--- config.mk ---
export PLATFORM = sky130hd
export DESIGN_NAME = timer_bank
export DESIGN_NICKNAME = d
export VERILOG_FILES = /design/src/rtl/timer_bank_pkg.sv /design/src/rtl/tmr_channel.sv /design/src/rtl/tmr_regdec.sv /design/src/rtl/timer_bank.sv
export SDC_FILE = /design/constraint.sdc
export NUM_CORES = 1
export LEC_CHECK = 0
export BUFFER_PORTS_ARGS = -buffer_cell sky130_fd_sc_hd__buf_2
export CORE_MARGIN = 1
export CORE_UTILIZATION = 55
export DETAILED_ROUTE_END_ITERATION = 6
export HOLD_SLACK_MARGIN = 0.06
export PLACE_DENSITY = 0.73
export SYNTH_ARGS = -nofsm -noshare
export SYNTH_HDL_FRONTEND = slang
export SYNTH_SLANG_ARGS = --single-unit
--- constraint.sdc ---
create_clock -name clk -period 7.1 [get_ports clk]
set_input_delay 1.065 -clock clk [delete_from_list [all_inputs] [get_ports clk]]
set_output_delay 1.065 -clock clk [all_outputs]
set_load 0.02 [all_outputs]
--- src/rtl/timer_bank_pkg.sv ---
package timer_bank_pkg;
    localparam int BUS_W      = 32;
    localparam int WIN_BYTES  = 64;
    localparam int OFS_W      = 6;

    localparam logic [OFS_W-1:0] OFS_CLEAR  = 6'h00;
    localparam logic [OFS_W-1:0] OFS_START  = 6'h04;
    localparam logic [OFS_W-1:0] OFS_STOP   = 6'h08;
    localparam logic [OFS_W-1:0] OFS_MODE   = 6'h0C;
    localparam logic [OFS_W-1:0] OFS_STAT   = 6'h10;
    localparam logic [OFS_W-1:0] OFS_COUNT  = 6'h14;
    localparam logic [OFS_W-1:0] OFS_LIMIT  = 6'h18;
    localparam logic [OFS_W-1:0] OFS_IRQEN  = 6'h1C;
    localparam logic [OFS_W-1:0] OFS_ACK    = 6'h20;

    localparam int ACK_BIT = 7;

    localparam logic [3:0] CODE_IDLE   = 4'h1;
    localparam logic [3:0] CODE_ACTIVE = 4'h2;

    typedef enum logic {
        ST_IDLE   = 1'b0,
        ST_ACTIVE = 1'b1
    } chan_state_e;
endpackage

--- src/rtl/tmr_channel.sv ---
module tmr_channel
    import timer_bank_pkg::*;
#(
    parameter int CW = 32
) (
    input  logic              clk,
    input  logic              rst_n,
    input  logic              tick,
    input  logic              cmd_clear,
    input  logic              cmd_start,
    input  logic              cmd_stop,
    input  logic              wr_mode,
    input  logic              wr_limit,
    input  logic              wr_irqen,
    input  logic              wr_ack,
    input  logic [BUS_W-1:0]  wdata,
    output logic [BUS_W-1:0]  status_o,
    output logic [CW-1:0]     count_o,
    output logic [CW-1:0]     limit_o,
    output logic              irq_o
);
    chan_state_e st_q, st_d;
    logic [CW-1:0] cnt_q, cnt_d, lim_q;
    logic          oneshot_q, irqen_q, pend_q, pend_d;
    logic          any_cmd, step, expire, ack_clr;

    assign any_cmd = cmd_clear | cmd_start | cmd_stop;
    assign step    = (st_q == ST_ACTIVE) && tick && !any_cmd;
    assign expire  = step && (cnt_q == lim_q);
    assign ack_clr = wr_ack && wdata[ACK_BIT];

    // next state and count
    always_comb begin
        st_d  = st_q;
        cnt_d = cnt_q;
        unique case (st_q)
            ST_IDLE: begin
                if (cmd_clear)      cnt_d = '0;
                else if (cmd_start) st_d  = ST_ACTIVE;
            end
            ST_ACTIVE: begin
                if (cmd_clear) begin
                    st_d  = ST_IDLE;
                    cnt_d = '0;
                end else if (cmd_stop) begin
                    st_d  = ST_IDLE;
                end else if (expire) begin
                    cnt_d = '0;
                    if (oneshot_q) st_d = ST_IDLE;
                end else if (step) begin
                    cnt_d = cnt_q + 1'b1;
                end
            end
            default: st_d = ST_IDLE;
        endcase
    end

    // pending flag: clear command, then expiry, then acknowledge
    always_comb begin
        pend_d = pend_q;
        if (cmd_clear)    pend_d = 1'b0;
        else if (expire)  pend_d = 1'b1;
        else if (ack_clr) pend_d = 1'b0;
    end

    // state register
    always_ff @(posedge clk or negedge rst_n) begin
        if (!rst_n) begin
            st_q   <= ST_IDLE;
            cnt_q  <= '0;
            pend_q <= 1'b0;
        end else begin
            st_q   <= st_d;
            cnt_q  <= cnt_d;
            pend_q <= pend_d;
        end
    end

    // configuration registers
    always_ff @(posedge clk or negedge rst_n) begin
        if (!rst_n) begin
            lim_q     <= '1;
            oneshot_q <= 1'b0;
            irqen_q   <= 1'b0;
        end else begin
            if (wr_limit) lim_q     <= wdata[CW-1:0];
            if (wr_mode)  oneshot_q <= wdata[0];
            if (wr_irqen) irqen_q   <= wdata[0];
        end
    end

    // outputs
    always_comb begin
        status_o      = '0;
        status_o[3:0] = (st_q == ST_ACTIVE) ? CODE_ACTIVE : CODE_IDLE;
        status_o[4]   = (st_q == ST_ACTIVE);
        status_o[5]   = oneshot_q;
        status_o[6]   = irqen_q;
        status_o[7]   = pend_q;
        count_o       = cnt_q;
        limit_o       = lim_q;
        irq_o         = pend_q & irqen_q;
    end

    // idle channel holds its count unless cleared
    p_idle_hold_r3: assert property (@(posedge clk) disable iff (!rst_n)
        (st_q == ST_IDLE && !cmd_clear) |=> (cnt_q == $past(cnt_q)));

    // continuous expiry wraps and stays active
    p_wrap_r4: assert property (@(posedge clk) disable iff (!rst_n)
        (expire && !oneshot_q) |=> (cnt_q == '0 && pend_q && st_q == ST_ACTIVE));

    // one-shot expiry returns to idle
    p_finish_r5: assert property (@(posedge clk) disable iff (!rst_n)
        (expire && oneshot_q) |=> (cnt_q == '0 && pend_q && st_q == ST_IDLE));

    // clear command keeps the terminal count
    p_clear_r6: assert property (@(posedge clk) disable iff (!rst_n)
        cmd_clear |=> (cnt_q == '0 && !pend_q && st_q == ST_IDLE && lim_q == $past(lim_q)));

    // a quiet acknowledge clears pending
    p_ack_r9: assert property (@(posedge clk) disable iff (!rst_n)
        (ack_clr && !expire && !cmd_clear) |=> !pend_q);

    // expiry wins over a same-edge acknowledge
    p_expiry_wins_r10: assert property (@(posedge clk) disable iff (!rst_n)
        (expire && ack_clr) |=> pend_q);

    // state code is one-hot
    p_state_onehot_r2: assert property (@(posedge clk) disable iff (!rst_n)
        $countones(status_o[3:0]) == 1);
endmodule

--- src/rtl/tmr_regdec.sv ---
module tmr_regdec
    import timer_bank_pkg::*;
#(
    parameter int NCH = 4,
    parameter int CW  = 32,
    parameter int AW  = 9
) (
    input  logic                       bus_wr,
    input  logic                       bus_rd,
    input  logic [AW-1:0]              bus_addr,
    input  logic [NCH-1:0][BUS_W-1:0]  ch_status,
    input  logic [NCH-1:0][CW-1:0]     ch_count,
    input  logic [NCH-1:0][CW-1:0]     ch_limit,
    input  logic                       clk_req_q,
    output logic [NCH-1:0]             s_clear,
    output logic [NCH-1:0]             s_start,
    output logic [NCH-1:0]             s_stop,
    output logic [NCH-1:0]             s_mode,
    output logic [NCH-1:0]             s_limit,
    output logic [NCH-1:0]             s_irqen,
    output logic [NCH-1:0]             s_ack,
    output logic                       s_shared,
    output logic [BUS_W-1:0]           rdata
);
    localparam int SELW = AW - OFS_W;
    localparam logic [SELW-1:0] SHARED_SEL = SELW'(NCH);

    logic [SELW-1:0]  sel;
    logic [OFS_W-1:0] ofs;

    assign sel = bus_addr[AW-1:OFS_W];
    assign ofs = bus_addr[OFS_W-1:0];

    assign s_shared = bus_wr && (sel == SHARED_SEL) && (ofs == '0);

    for (genvar c = 0; c < NCH; c++) begin : g_dec
        logic hit;
        assign hit        = bus_wr && (sel == SELW'(c));
        assign s_clear[c] = hit && (ofs == OFS_CLEAR);
        assign s_start[c] = hit && (ofs == OFS_START);
        assign s_stop[c]  = hit && (ofs == OFS_STOP);
        assign s_mode[c]  = hit && (ofs == OFS_MODE);
        assign s_limit[c] = hit && (ofs == OFS_LIMIT);
        assign s_irqen[c] = hit && (ofs == OFS_IRQEN);
        assign s_ack[c]   = hit && (ofs == OFS_ACK);
    end

    always_comb begin
        rdata = '0;
        if (bus_rd) begin
            if (sel == SHARED_SEL && ofs == '0) begin
                rdata[0] = clk_req_q;
            end
            for (int c = 0; c < NCH; c++) begin
                if (sel == SELW'(c)) begin
                    if (ofs == OFS_STAT)  rdata = ch_status[c];
                    if (ofs == OFS_COUNT) rdata = BUS_W'(ch_count[c]);
                    if (ofs == OFS_LIMIT) rdata = BUS_W'(ch_limit[c]);
                end
            end
        end
    end
endmodule

--- src/rtl/timer_bank.sv ---
module timer_bank
    import timer_bank_pkg::*;
#(
    parameter  int NCH = 4,
    parameter  int CW  = 32,
    localparam int AW  = $clog2(NCH * WIN_BYTES) + 1
) (
    input  logic             clk,
    input  logic             rst_n,
    input  logic             bus_wr,
    input  logic             bus_rd,
    input  logic [AW-1:0]    bus_addr,
    input  logic [BUS_W-1:0] bus_wdata,
    output logic [BUS_W-1:0] bus_rdata,
    input  logic [NCH-1:0]   tick_en,
    output logic [NCH-1:0]   irq,
    output logic             clk_req
);
    logic [NCH-1:0][BUS_W-1:0] ch_status;
    logic [NCH-1:0][CW-1:0]    ch_count, ch_limit;
    logic [NCH-1:0] s_clear, s_start, s_stop, s_mode, s_limit, s_irqen, s_ack;
    logic           s_shared, clk_req_q;

    tmr_regdec #(.NCH(NCH), .CW(CW), .AW(AW)) u_dec (
        .bus_wr    (bus_wr),
        .bus_rd    (bus_rd),
        .bus_addr  (bus_addr),
        .ch_status (ch_status),
        .ch_count  (ch_count),
        .ch_limit  (ch_limit),
        .clk_req_q (clk_req_q),
        .s_clear   (s_clear),
        .s_start   (s_start),
        .s_stop    (s_stop),
        .s_mode    (s_mode),
        .s_limit   (s_limit),
        .s_irqen   (s_irqen),
        .s_ack     (s_ack),
        .s_shared  (s_shared),
        .rdata     (bus_rdata)
    );

    for (genvar c = 0; c < NCH; c++) begin : g_ch
        tmr_channel #(.CW(CW)) u_ch (
            .clk       (clk),
            .rst_n     (rst_n),
            .tick      (tick_en[c]),
            .cmd_clear (s_clear[c]),
            .cmd_start (s_start[c]),
            .cmd_stop  (s_stop[c]),
            .wr_mode   (s_mode[c]),
            .wr_limit  (s_limit[c]),
            .wr_irqen  (s_irqen[c]),
            .wr_ack    (s_ack[c]),
            .wdata     (bus_wdata),
            .status_o  (ch_status[c]),
            .count_o   (ch_count[c]),
            .limit_o   (ch_limit[c]),
            .irq_o     (irq[c])
        );
    end

    always_ff @(posedge clk or negedge rst_n) begin
        if (!rst_n)        clk_req_q <= 1'b0;
        else if (s_shared) clk_req_q <= bus_wdata[0];
    end

    assign clk_req = clk_req_q;

    // shared register follows its write
    p_clkreq_r12: assert property (@(posedge clk) disable iff (!rst_n)
        s_shared |=> (clk_req == $past(bus_wdata[0])));
endmodule

==> run metrics <==
placed standard-cell area=17300 µm²; final total power=4030 µW; root buffer cell=clkbuf_16; Skew-Pair Late Insertion Delay=around 0.6 ns; sequential power share=45.2%; Critical Path AT=around 4.1 ns; Hold WC Path Type=flop to flop; Hold Vio Cnt, Final=0; ratio of cells with drive above 1 in the final layout=25.5%; initial antenna violation count=1; status=finished clean; worst clock skew=0.0236 ns; FP Rows=63; Final Worst Setup Slack=1.91 ns; post-cts hold buffer count=0; Clock power frac=between 40% and 50%; Mapped Cells=1729; final instance area=around 18000 µm²; worst setup path category=primary input to output pin; CP Max Fanout=76; DRT Pass-1 Iters=6; RSZ-0062 raised after global routing=false; Iteration-0 DRC Markers=between 2000 and 2500; most frequent cell after synthesis=dfrtp_1; commonest cells in the synthesized netlist=145 x dfrtp_1, 137 x mux2_2, 128 x dfstp_2; Antenna Cells=0; Routed WL=54300 µm; Clock Sink Count=273; cell accounting for the most synthesized area=dfrtp_1; Max Cap Violations=0; pre-CTS setup slack=2.00 ns; ys async rst share=between 90% and 100%; maximum vdd ir drop=between 0.2 and 0.3 mV; ANT nets after route=0; CTS Buf Count=31; Synth Warn #=0; final design utilization=61.7%; R2R setup slack=3.78 ns; gr ovfl total=0; CP bufs+invs=3; GPL Wtd Cong=1.03; standby leakage power=~0.0076 µW; crit end category=output pin; top post-synthesis cells by area=dfrtp_1 22%, dfstp_2 20%, mux2_2 9.2%, xnor2_1 5.6%, xor2_1 3.8%; register bit count reported by yosys=273; number of synthesized flops with an enable pin=0; Post-Syn Nets=1782; Via Count=14700; first-pass GRT wire length=83500 µm; Slew headroom=25.4%; Post-CTS Setup Repair Bufs=0; setup tns final=0 ns; die area=31100 µm²; Resized cells post-CTS=0; Slew Viols, Final=0; worst slew pin tran=1.11 ns; core box area=29800 µm²; fmax=193 MHz; top_reg_cell synth=dfrtp_1; Nets=1787; crit-path cells=buf_2, or4b_1, nor2_4, buf_12, a221oi_1, o22ai_1, nand3_1, o21ai_0, buf_2; CP startpoint kind=primary input; Critical Path Slowest Stage Cell=or4b_1; Post-DP HPWL=38400 µm; cell mode on critical path=buf_2; Synth top area share=21.7%; synthesized area=roughly 17000 µm²; minimum clock period=5.19 ns; io pins=86; post-synthesis sequential area ratio=41.8%; total global-route track usage=between 30% and 40%; worst stage delay on the critical path=0.73 ns; switching share of power=28.5%; delay-heaviest family, CP=simple AND/OR/NAND/NOR gates; period utilization=73.1%; post-route DRC violation count=0; Initial Util=56.2%; I/O Buffers=85; vias in the first global route=approximately 14000; Die Y=176 µm; Comb pwr share=~11%; mean number of vias per cell=6.85; H-tree depth=1; pwr/cell area=between 200 and 250 nW/µm²; syn_area_per_cell=9.69 µm²; synthesis-to-finish area growth=9.81%; CP required=6.03 ns; clock-pin transition on the worst setup and hold timing paths=0.06 ns; P_int=between 2000 and 3000 µW; CTS tree=yes; switching power=between 1000 and 1500 µW; synth unique cells=75; WL per Instance=25.2 µm; largest net degree at the start of global routing=about 170; final setup fails=0; CTS Buffer Depth=3; Die X=around 180 µm
-- kinds of logic (layout without fill, tap and decap cells) --
logic type | count (synthesis) | count (layout) | synth area share (%)
simple gates | 572 | 572 | 17.8
fa+ha+maj | 4 | 4 | 0.299
buf+inv | 178 | 208 | 4.58
mux | 159 | 159 | 10.5
flops | 273 | 273 | 41.8
xor+xnor | 181 | 181 | 9.47
compound gates | 362 | 362 | 15.6
-- power by group through the flow --
stage	clock, µW	combinational, µW	sequential, µW
detailed placement	0	445	1840
CTS	1760	449	1810
global placement	0	436	1840
finish	1740	461	1820
floorplan	0	307	1750
global route	1820	497	1830
-- area by class of cell --
cell class	instances	area (µm²)
timing repair buffer	105	623
tap	390	488
clock buffer	47	937
inverter	45	169
multi-input combinational	1278	9000
clock inverter	11	178
sequential	273	6990
fill	2525	11400
-- final timing paths --
path                                                  to                    start  cells after the start
worst min-delay path                g_ch[1].u_ch.irqen_q     g_ch[1].u_ch.irqen_q                      1
worst max-delay path                       bus_rdata[25]              bus_addr[5]                      9
min in group asynchronous        g_ch[0].u_ch.count_o[7]                    rst_n                      1
worst min register to register      g_ch[1].u_ch.irqen_q     g_ch[1].u_ch.irqen_q                      1
max in group asynchronous       g_ch[2].u_ch.count_o[29]                    rst_n                      2
worst max register to register   g_ch[0].u_ch.count_o[7]  g_ch[0].u_ch.count_o[3]                      6
-- registers in the layout, indices dropped and copies added (netlist names) --
name / flops
clk_req: 1
g_ch.u_ch.count_o: 128
g_ch.u_ch.irqen_q: 4
g_ch.u_ch.limit_o: 128
g_ch.u_ch.oneshot_q: 4
g_ch.u_ch.pend_q: 4
g_ch.u_ch.st_q: 4
-- cells in the final DEF (no fill, tap or decap), types with 6 or more instances in the layout --
cell type    n
o211ai_1    10
mux2_2     137
nand3b_1     6
clkbuf_1     7
buf_2       84
a221o_1     30
and4_1      11
buf_4       17
a21oi_1     30
or3_1        8
o31ai_1     10
a221oi_1    30
a22oi_1     61
xor2_1      73
a31oi_1     28
nand4_1     62
nand2_1    104
o21ai_0     51
a2bb2oi_1    7
nor2b_1      8
dfstp_2    128
o22ai_1     54
and3_1      25
dfrtp_1    145
nor3_1      37
inv_1       45
mux2i_1     22
nor2_1     124
nand2b_1    10
nand3_1    101
clkbuf_8     8
clkbuf_16   32
xnor2_1    108
nor4_1      26
and2_1      12
a21o_1       8
-- stage by stage --
| stage | hold slack [ns] | std cells |
|---|---|---|
| 2_1_floorplan | 0.492 | 1729 |
| 3_3_place_gp | 0.520 | 2091 |
| 3_5_place_dp | 0.524 | 2091 |
| 4_1_cts | 0.537 | 2149 |
| 5_1_grt | 0.565 | 2149 |
| 6_report | 0.543 | 2149 |
-- per-layer routing --
| layer | global-route usage, % | vias to the layer above | routed length [µm] |
|---|---|---|---|
| met4 | 12.2 | 2 | 2140 |
| met3 | 5.84 | 139 | 5620 |
| met2 | 53.2 | 912 | 24100 |
| met5 | 0 | - | 13 |
| met1 | 50.4 | 7255 | 22300 |
| li1 | - | 6410 | - |
Note: power is estimated with default switching activity, not from simulation.
